`config.mk`:
```
export PLATFORM = sky130hd
export DESIGN_NAME = sync_burst_sram
export DESIGN_NICKNAME = d
export VERILOG_FILES = /design/src/rtl/sram_burst_pkg.sv /design/src/rtl/sram_burst_ctr.sv /design/src/rtl/sram_lane_decode.sv /design/src/rtl/sram_array.sv /design/src/rtl/sram_burst_ctrl.sv /design/src/rtl/sync_burst_sram.sv
export SDC_FILE = /design/constraint.sdc
export NUM_CORES = 2
export LEC_CHECK = 0
export BUFFER_PORTS_ARGS = -buffer_cell sky130_fd_sc_hd__clkbuf_2
export CORE_MARGIN = 2
export CORE_UTILIZATION = 25
export CTS_CLUSTER_SIZE = 24
export DETAILED_ROUTE_END_ITERATION = 8
export PLACE_DENSITY = 0.35
export SYNTH_ARGS = -nofsm -noshare
export SYNTH_HDL_FRONTEND = slang
export SYNTH_SLANG_ARGS = --single-unit
```
`constraint.sdc`:
```
create_clock -name clk -period 5.39 [get_ports clk]
set_input_delay 0.8085 -clock clk [delete_from_list [all_inputs] [get_ports clk]]
set_output_delay 0.8085 -clock clk [all_outputs]
set_load 0.01 [all_outputs]
```
`src/rtl/sram_burst_pkg.sv`:
```
package sram_burst_pkg;

    typedef enum logic [1:0] {
        ST_IDLE  = 2'd0,
        ST_READ  = 2'd1,
        ST_WRITE = 2'd2
    } bst_t;

    localparam int BURST_BITS = 2;

endpackage

```
`src/rtl/sram_burst_ctr.sv`:
```
module sram_burst_ctr #(
    parameter int ADDR_W = 6
) (
    input  logic              clk,
    input  logic              rst_n,
    input  logic              load,
    input  logic              step,
    input  logic              adv,
    input  logic [ADDR_W-1:0] addr_in,
    output logic [ADDR_W-1:0] acc_addr,
    output logic [1:0]        cnt
);
    localparam int UP_W = ADDR_W - sram_burst_pkg::BURST_BITS;

    logic [UP_W-1:0] up_q;
    logic [1:0]      cnt_q;

    // Linear counter confined to the aligned four-word group
    always_comb begin
        if (load)
            acc_addr = addr_in;
        else if (adv)
            acc_addr = {up_q, cnt_q + 2'd1};
        else
            acc_addr = {up_q, cnt_q};
    end

    always_ff @(posedge clk) begin
        if (!rst_n) begin
            up_q  <= '0;
            cnt_q <= '0;
        end else if (load || step) begin
            {up_q, cnt_q} <= acc_addr;
        end
    end

    assign cnt = cnt_q;

endmodule

```
`src/rtl/sram_lane_decode.sv`:
```
module sram_lane_decode #(
    parameter int LANES = 4
) (
    input  logic             gw_n,
    input  logic             bwe_n,
    input  logic [LANES-1:0] bw_n,
    output logic [LANES-1:0] lane_we
);
    for (genvar i = 0; i < LANES; i++) begin : g_lane
        assign lane_we[i] = !gw_n || (!bwe_n && !bw_n[i]);
    end
endmodule

```
`src/rtl/sram_array.sv`:
```
module sram_array #(
    parameter int ADDR_W = 6,
    parameter int LANES  = 4,
    parameter int LANE_W = 9
) (
    input  logic                    clk,
    input  logic [ADDR_W-1:0]       acc_addr,
    input  logic                    wr,
    input  logic                    rd,
    input  logic [LANES-1:0]        lane_we,
    input  logic [LANES*LANE_W-1:0] wdata,
    output logic [LANES*LANE_W-1:0] rdata
);
    localparam int DEPTH = 1 << ADDR_W;

    for (genvar i = 0; i < LANES; i++) begin : g_lane
        logic [LANE_W-1:0] mem [DEPTH];
        logic [LANE_W-1:0] rd_q;

        always_ff @(posedge clk) begin
            if (wr && lane_we[i])
                mem[acc_addr] <= wdata[i*LANE_W +: LANE_W];
            if (rd)
                rd_q <= mem[acc_addr];
        end

        assign rdata[i*LANE_W +: LANE_W] = rd_q;
    end
endmodule

```
`src/rtl/sram_burst_ctrl.sv`:
```
module sram_burst_ctrl
    import sram_burst_pkg::*;
(
    input  logic clk,
    input  logic rst_n,
    input  logic ce1_n,
    input  logic ce2,
    input  logic ce3_n,
    input  logic adsp_n,
    input  logic adsc_n,
    input  logic gw_n,
    input  logic bwe_n,
    input  logic oe_n,
    output logic load,
    output logic step,
    output logic rd,
    output logic wr,
    output logic drive,
    output bst_t st
);
    bst_t st_q, st_d;
    logic mask_q, mask_d;
    logic sel, strobe, desel, acc, is_wr;

    always_comb begin
        sel    = !ce1_n && ce2 && !ce3_n;
        strobe = !adsc_n || (!adsp_n && !ce1_n);
        is_wr  = !gw_n || !bwe_n;
        load   = strobe && sel;
        desel  = strobe && !sel;
        step   = !strobe && (st_q != ST_IDLE);
        acc    = load || step;
        st_d   = st_q;
        mask_d = 1'b0;
        unique case (1'b1)
            desel:   st_d = ST_IDLE;
            acc: begin
                st_d   = is_wr ? ST_WRITE : ST_READ;
                mask_d = !is_wr && (st_q == ST_IDLE);
            end
            default: st_d = st_q;
        endcase
    end

    always_ff @(posedge clk) begin
        if (!rst_n) begin
            st_q   <= ST_IDLE;
            mask_q <= 1'b0;
        end else begin
            st_q   <= st_d;
            mask_q <= mask_d;
        end
    end

    always_comb begin
        rd    = acc && !is_wr;
        wr    = acc && is_wr;
        drive = !oe_n && (st_q == ST_READ) && !mask_q;
        st    = st_q;
    end

endmodule

```
`src/rtl/sync_burst_sram.sv`:
```
module sync_burst_sram
    import sram_burst_pkg::*;
#(
    parameter int ADDR_W = 6,
    parameter int LANES  = 4,
    parameter int LANE_W = 9
) (
    input  logic                    clk,
    input  logic                    rst_n,
    input  logic [ADDR_W-1:0]       addr,
    input  logic                    ce1_n,
    input  logic                    ce2,
    input  logic                    ce3_n,
    input  logic                    adsp_n,
    input  logic                    adsc_n,
    input  logic                    adv_n,
    input  logic                    gw_n,
    input  logic                    bwe_n,
    input  logic [LANES-1:0]        bw_n,
    input  logic                    oe_n,
    input  logic [LANES*LANE_W-1:0] wdata,
    output logic [LANES*LANE_W-1:0] dq_out,
    output logic                    dq_oe
);
    localparam int W = LANES * LANE_W;

    logic              ld, stp, rd, wr, drive;
    bst_t              st;
    logic [ADDR_W-1:0] acc_addr;
    logic [1:0]        cnt_q;
    logic [LANES-1:0]  lane_we;
    logic [W-1:0]      rdata;

    sram_burst_ctrl u_ctrl (
        .clk(clk), .rst_n(rst_n), .ce1_n(ce1_n), .ce2(ce2), .ce3_n(ce3_n),
        .adsp_n(adsp_n), .adsc_n(adsc_n), .gw_n(gw_n), .bwe_n(bwe_n),
        .oe_n(oe_n), .load(ld), .step(stp), .rd(rd), .wr(wr),
        .drive(drive), .st(st)
    );

    sram_burst_ctr #(.ADDR_W(ADDR_W)) u_ctr (
        .clk(clk), .rst_n(rst_n), .load(ld), .step(stp), .adv(!adv_n),
        .addr_in(addr), .acc_addr(acc_addr), .cnt(cnt_q)
    );

    sram_lane_decode #(.LANES(LANES)) u_dec (
        .gw_n(gw_n), .bwe_n(bwe_n), .bw_n(bw_n), .lane_we(lane_we)
    );

    sram_array #(.ADDR_W(ADDR_W), .LANES(LANES), .LANE_W(LANE_W)) u_arr (
        .clk(clk), .acc_addr(acc_addr), .wr(wr), .rd(rd),
        .lane_we(lane_we), .wdata(wdata), .rdata(rdata)
    );

    assign dq_oe  = drive;
    assign dq_out = drive ? rdata : '0;

endmodule

```
==> summary by stage <==
Power
IR analysis of the VDD net gives a maximum drop of 0.231 mV. Dividing total power by cell area gives a power density of 383 mW/mm². The leakage power of the design is 0.0313 µW.

Yosys
Ranked by instance count, the synthesized netlist is headed by 2340 x sky130_fd_sc_hd__edfxtp_1, 576 x sky130_fd_sc_hd__a22oi_1, 329 x sky130_fd_sc_hd__nor2_1, 288 x sky130_fd_sc_hd__a22o_1, 279 x sky130_fd_sc_hd__a221oi_1. Ranked by total cell area, the synthesized netlist is headed by sky130_fd_sc_hd__edfxtp_1 82%, sky130_fd_sc_hd__a22oi_1 5.0%, sky130_fd_sc_hd__a22o_1 2.9%. The predominant post-synthesis flop cell is sky130_fd_sc_hd__edfxtp_1.

The mapped netlist covers 0.0857 mm². During synthesis, Yosys emitted a total of 0 warnings. Of all cell types, the one taking the most synthesized area is sky130_fd_sc_hd__edfxtp_1. The share of synthesized area in the top cell type comes to 0.820.

The synthesized design contains 2349 register bits. For this run, the register share of the synthesized area comes to 0.822. The library cell with the highest instance count after synthesis is sky130_fd_sc_hd__edfxtp_1. Yosys mapped a number of flops with a built-in enable equal to 2340. In the synthesized netlist the async set-or-reset flop fraction comes to 0. Synthesis produced a netlist with a net count of 4757. The number of library cell types mapped by synthesis is 41. Counting every instance in the synthesized netlist gives 4700.

A synthesized cell averages 18.2 µm².

Drt
The number of vias per cell after detailed routing is 4.74. In the final routed layout, each cell accounts on average for 28.2 µm. Once detail routing completed, the nets flagged for antenna violations numbered 0. For this run, design rule violations remaining after detail routing come to 0. For this block, the via count after detailed routing is 47000. The number of DRC markers in iteration 0 is 3773. For this run, the detailed router's first-pass iteration total came to 6. The total wirelength of the detailed-routed design is 280000 µm.

Clock network
In this run, CTS created clock tree buffers numbering 269. The CTS sink count is 2349. The deepest level of the CTS H-tree is 5. The worst-skew pair later-pin latency is 0.84 ns. The number of hold-repair buffers added at the cts stage is 0. TritonCTS built the clock tree. Clock-pin slew was measured on the worst setup and hold paths at 0.07 ns. The post-cts gate resize count is 0. CTS placed an instance of sky130_fd_sc_hd__clkbuf_16 at the clock tree root.

Buffers added to address setup during post-CTS repair amount to 0. The maximum count of clock buffers along a single path is 4.

Placement
In this run the tool buffered the top-level ports with 93 buffer cells. The wire-length estimate of the detail-placed layout is 172000 µm. The weighted congestion reported at the end of routability-driven placement is 0.768.

STA
The final setup skew is 0.0463 ns. The actual slew at the worst max-slew pin is 1.21 ns. Headroom to the max-slew limit came out at 0.194. The post-route clock period utilization is 0.740. The total negative slack is 0 ns. Setup repair after global routing left no endpoint under its margin. The worst path needs 3.99 ns of the cycle, external delays included. The final count of pins violating max slew is 0.

Derived from the worst setup path, the maximum achievable clock frequency is 0.251 GHz. The number of failing hold endpoints at the final stage is 0. The number of endpoints failing setup at the final stage is 0.

Worst setup path
The largest single stage delay on the critical path is 0.65 ns. The number of buffers and inverters on the critical path is 4. The maximum fanout encountered on the critical timing path is 38. Traced cell by cell, the critical path runs through clkbuf_2 -> nand2_1 -> nand3_4 -> mux2i_4 -> buf_12 -> buf_12 -> buf_4 -> a22o_1 -> a221oi_1 -> a31oi_1 -> nor2_1 -> nand4_1. On the critical path, the stage with the largest delay is an instance of sky130_fd_sc_hd__nor2_1. The worst setup path is of the in -> reg kind. The dominant delay contributor by cell family on the critical path is simple AND/OR/NAND/NOR gates.

The most repeated library cell on the critical path is sky130_fd_sc_hd__buf_12. For the worst flop-to-flop path, the logic depth is 6. Data on the critical path arrives at its endpoint at 4.53 ns.

The total stage count of the critical path is 12. STA puts the critical path data required time at 5.93 ns. The worst setup path is captured at a flip-flop.

The worst setup path is launched from a primary input.

Finish
The fraction of layout instances using a drive strength above 1 is 0.168. Counting the fill cells in the layout gives 33600. The area growth from synthesis to layout is 19.6%. The core utilization of the finished layout is 0.300. The area used by multi-input combinational logic is 0.0141 mm². For this run, the post-layout net count is 5227. The area used by sequential logic in the layout is 0.0704 mm².

Outcome
The run finished with clean final reports.

Hold path
In this run the worst hold path is classified as in -> reg. Counting instances, the worst hold path has a depth of 2.

Flow run
The tool flagged a number of max-cap violations equal to 0.

Global route
The wire length of the first global-routing pass is 390000 µm. In the global route stage, overall resource usage came out at 0.157. The initial antenna violation count is 20. The largest net degree at the start of global routing is 83. The aggregate global routing overflow is 0. The number of global-route vias before repair is 47800.

Floorplan
In this run the standard cell core region covers 0.342 mm². The y dimension of the die is 590 µm. The die covers 0.348 mm². In this run the count of I/O pins placed on the die edge is 94.

The die span in x is 590 µm. The count of standard-cell rows is 215. The starting density of the core is 0.251.
-- placed cells by master (no fill, tap or decap), types with 3 or more instances in the layout --
cell	count
sky130_fd_sc_hd__inv_6	9
sky130_fd_sc_hd__a221oi_1	279
sky130_fd_sc_hd__a31oi_1	216
sky130_fd_sc_hd__nand3b_1	4
sky130_fd_sc_hd__nor2_1	329
sky130_fd_sc_hd__and2_1	43
sky130_fd_sc_hd__nand2b_1	4
sky130_fd_sc_hd__buf_12	33
sky130_fd_sc_hd__clkbuf_2	86
sky130_fd_sc_hd__nand3_4	5
sky130_fd_sc_hd__mux2i_1	5
sky130_fd_sc_hd__clkbuf_16	279
sky130_fd_sc_hd__bufinv_16	13
sky130_fd_sc_hd__nand3_1	78
sky130_fd_sc_hd__nand4_1	36
sky130_fd_sc_hd__a221oi_2	9
sky130_fd_sc_hd__buf_2	7
sky130_fd_sc_hd__clkinv_1	46
sky130_fd_sc_hd__mux2i_4	3
sky130_fd_sc_hd__a21oi_1	72
sky130_fd_sc_hd__clkinv_2	32
sky130_fd_sc_hd__a22o_1	288
sky130_fd_sc_hd__buf_4	401
sky130_fd_sc_hd__clkinv_8	4
sky130_fd_sc_hd__clkbuf_1	73
sky130_fd_sc_hd__diode_2	5
sky130_fd_sc_hd__a22oi_1	576
sky130_fd_sc_hd__dfxtp_1	9
sky130_fd_sc_hd__nor2b_1	3
sky130_fd_sc_hd__o21ai_0	4
sky130_fd_sc_hd__edfxtp_1	2340
sky130_fd_sc_hd__nand2_1	38
-- final cells by class --
| type | instances | share of cell area |
|---|---|---|
| Antenna cell | 5 | 0.000122 |
| Multi-Input combinational cell | 2022 | 0.137 |
| Inverter | 1 | 0.0000366 |
| Timing Repair Buffer | 527 | 0.0403 |
| Clock inverter | 105 | 0.00853 |
| Sequential cell | 2349 | 0.687 |
| Tap cell | 4557 | 0.0556 |
| Clock buffer | 354 | 0.0710 |
-- where the power goes --
| group | total, µW | internal [µW] | leakage, µW | switching (µW) |
|---|---|---|---|---|
| clock network | 17400 | 10100 | 0.00399 | 7270 |
| logic | 1790 | 453 | 0.00619 | 1340 |
| registers | 20100 | 20100 | 0.0211 | 12.6 |
| total | 39300 | 30700 | 0.0313 | 8620 |
-- sequential cells by signal, summed over array words and instances (netlist names) --
register / flops
u_ctr.up_q: 4
u_ctrl.st: 2
u_ctr.cnt: 2
u_arr.g_lane.rd_q: 36
u_ctrl.mask_q: 1
u_arr.g_lane.mem: 2304
-- kinds of logic (layout without fill, tap and decap cells) --
kind of cell           after synthesis  after routing  synth area share
other                                0              5                 0
multiplexers                        12             12           0.00149
buffers and inverters              329            987            0.0164
XOR/XNOR                             1              1          0.000102
AND/OR/NAND/NOR                    553            553            0.0288
AO/OA/AOI/OAI                     1456           1456             0.131
flip-flops                        2349           2349             0.822
-- worst paths after layout --
kind / slack, ns / startpoint / endpoint
worst max-delay path: 1.40 / adsp_n / u_arr.g_lane[1].rd_q[5]
worst min-delay path: 0.37 / rst_n / u_ctr.cnt[1]
worst max register to register: 1.65 / u_ctrl.st[1] / u_arr.g_lane[2].mem[13][4]
worst min register to register: 0.45 / u_ctrl.st[0] / u_ctrl.mask_q
-- layer usage --
| metal | global-route usage | wire length [µm] |
|---|---|---|
| met1 | 0.215 | 127000 |
| met2 | 0.257 | 133000 |
| met3 | 0.0273 | 12900 |
| met4 | 0.0399 | 6730 |
| met5 | 0 | 85 |
-- metrics by stage --
stage / setup slack (ns) / total power (µW) / instance area, µm² / hold slack [ns] / instances
6_report: 1.40 / 39300 / 103000 / 0.370 / 9920
3_3_place_gp: 0.505 / 22400 / 94300 / 0.442 / 9456
3_5_place_dp: 0.493 / 22400 / 94300 / 0.447 / 9456
5_1_grt: 1.36 / 40600 / 103000 / 0.332 / 9918
2_1_floorplan: 1.65 / 21300 / 85700 / 0.412 / 4700
4_1_cts: 1.43 / 39900 / 103000 / 0.311 / 9915
Power figures use the tool's default switching activity.
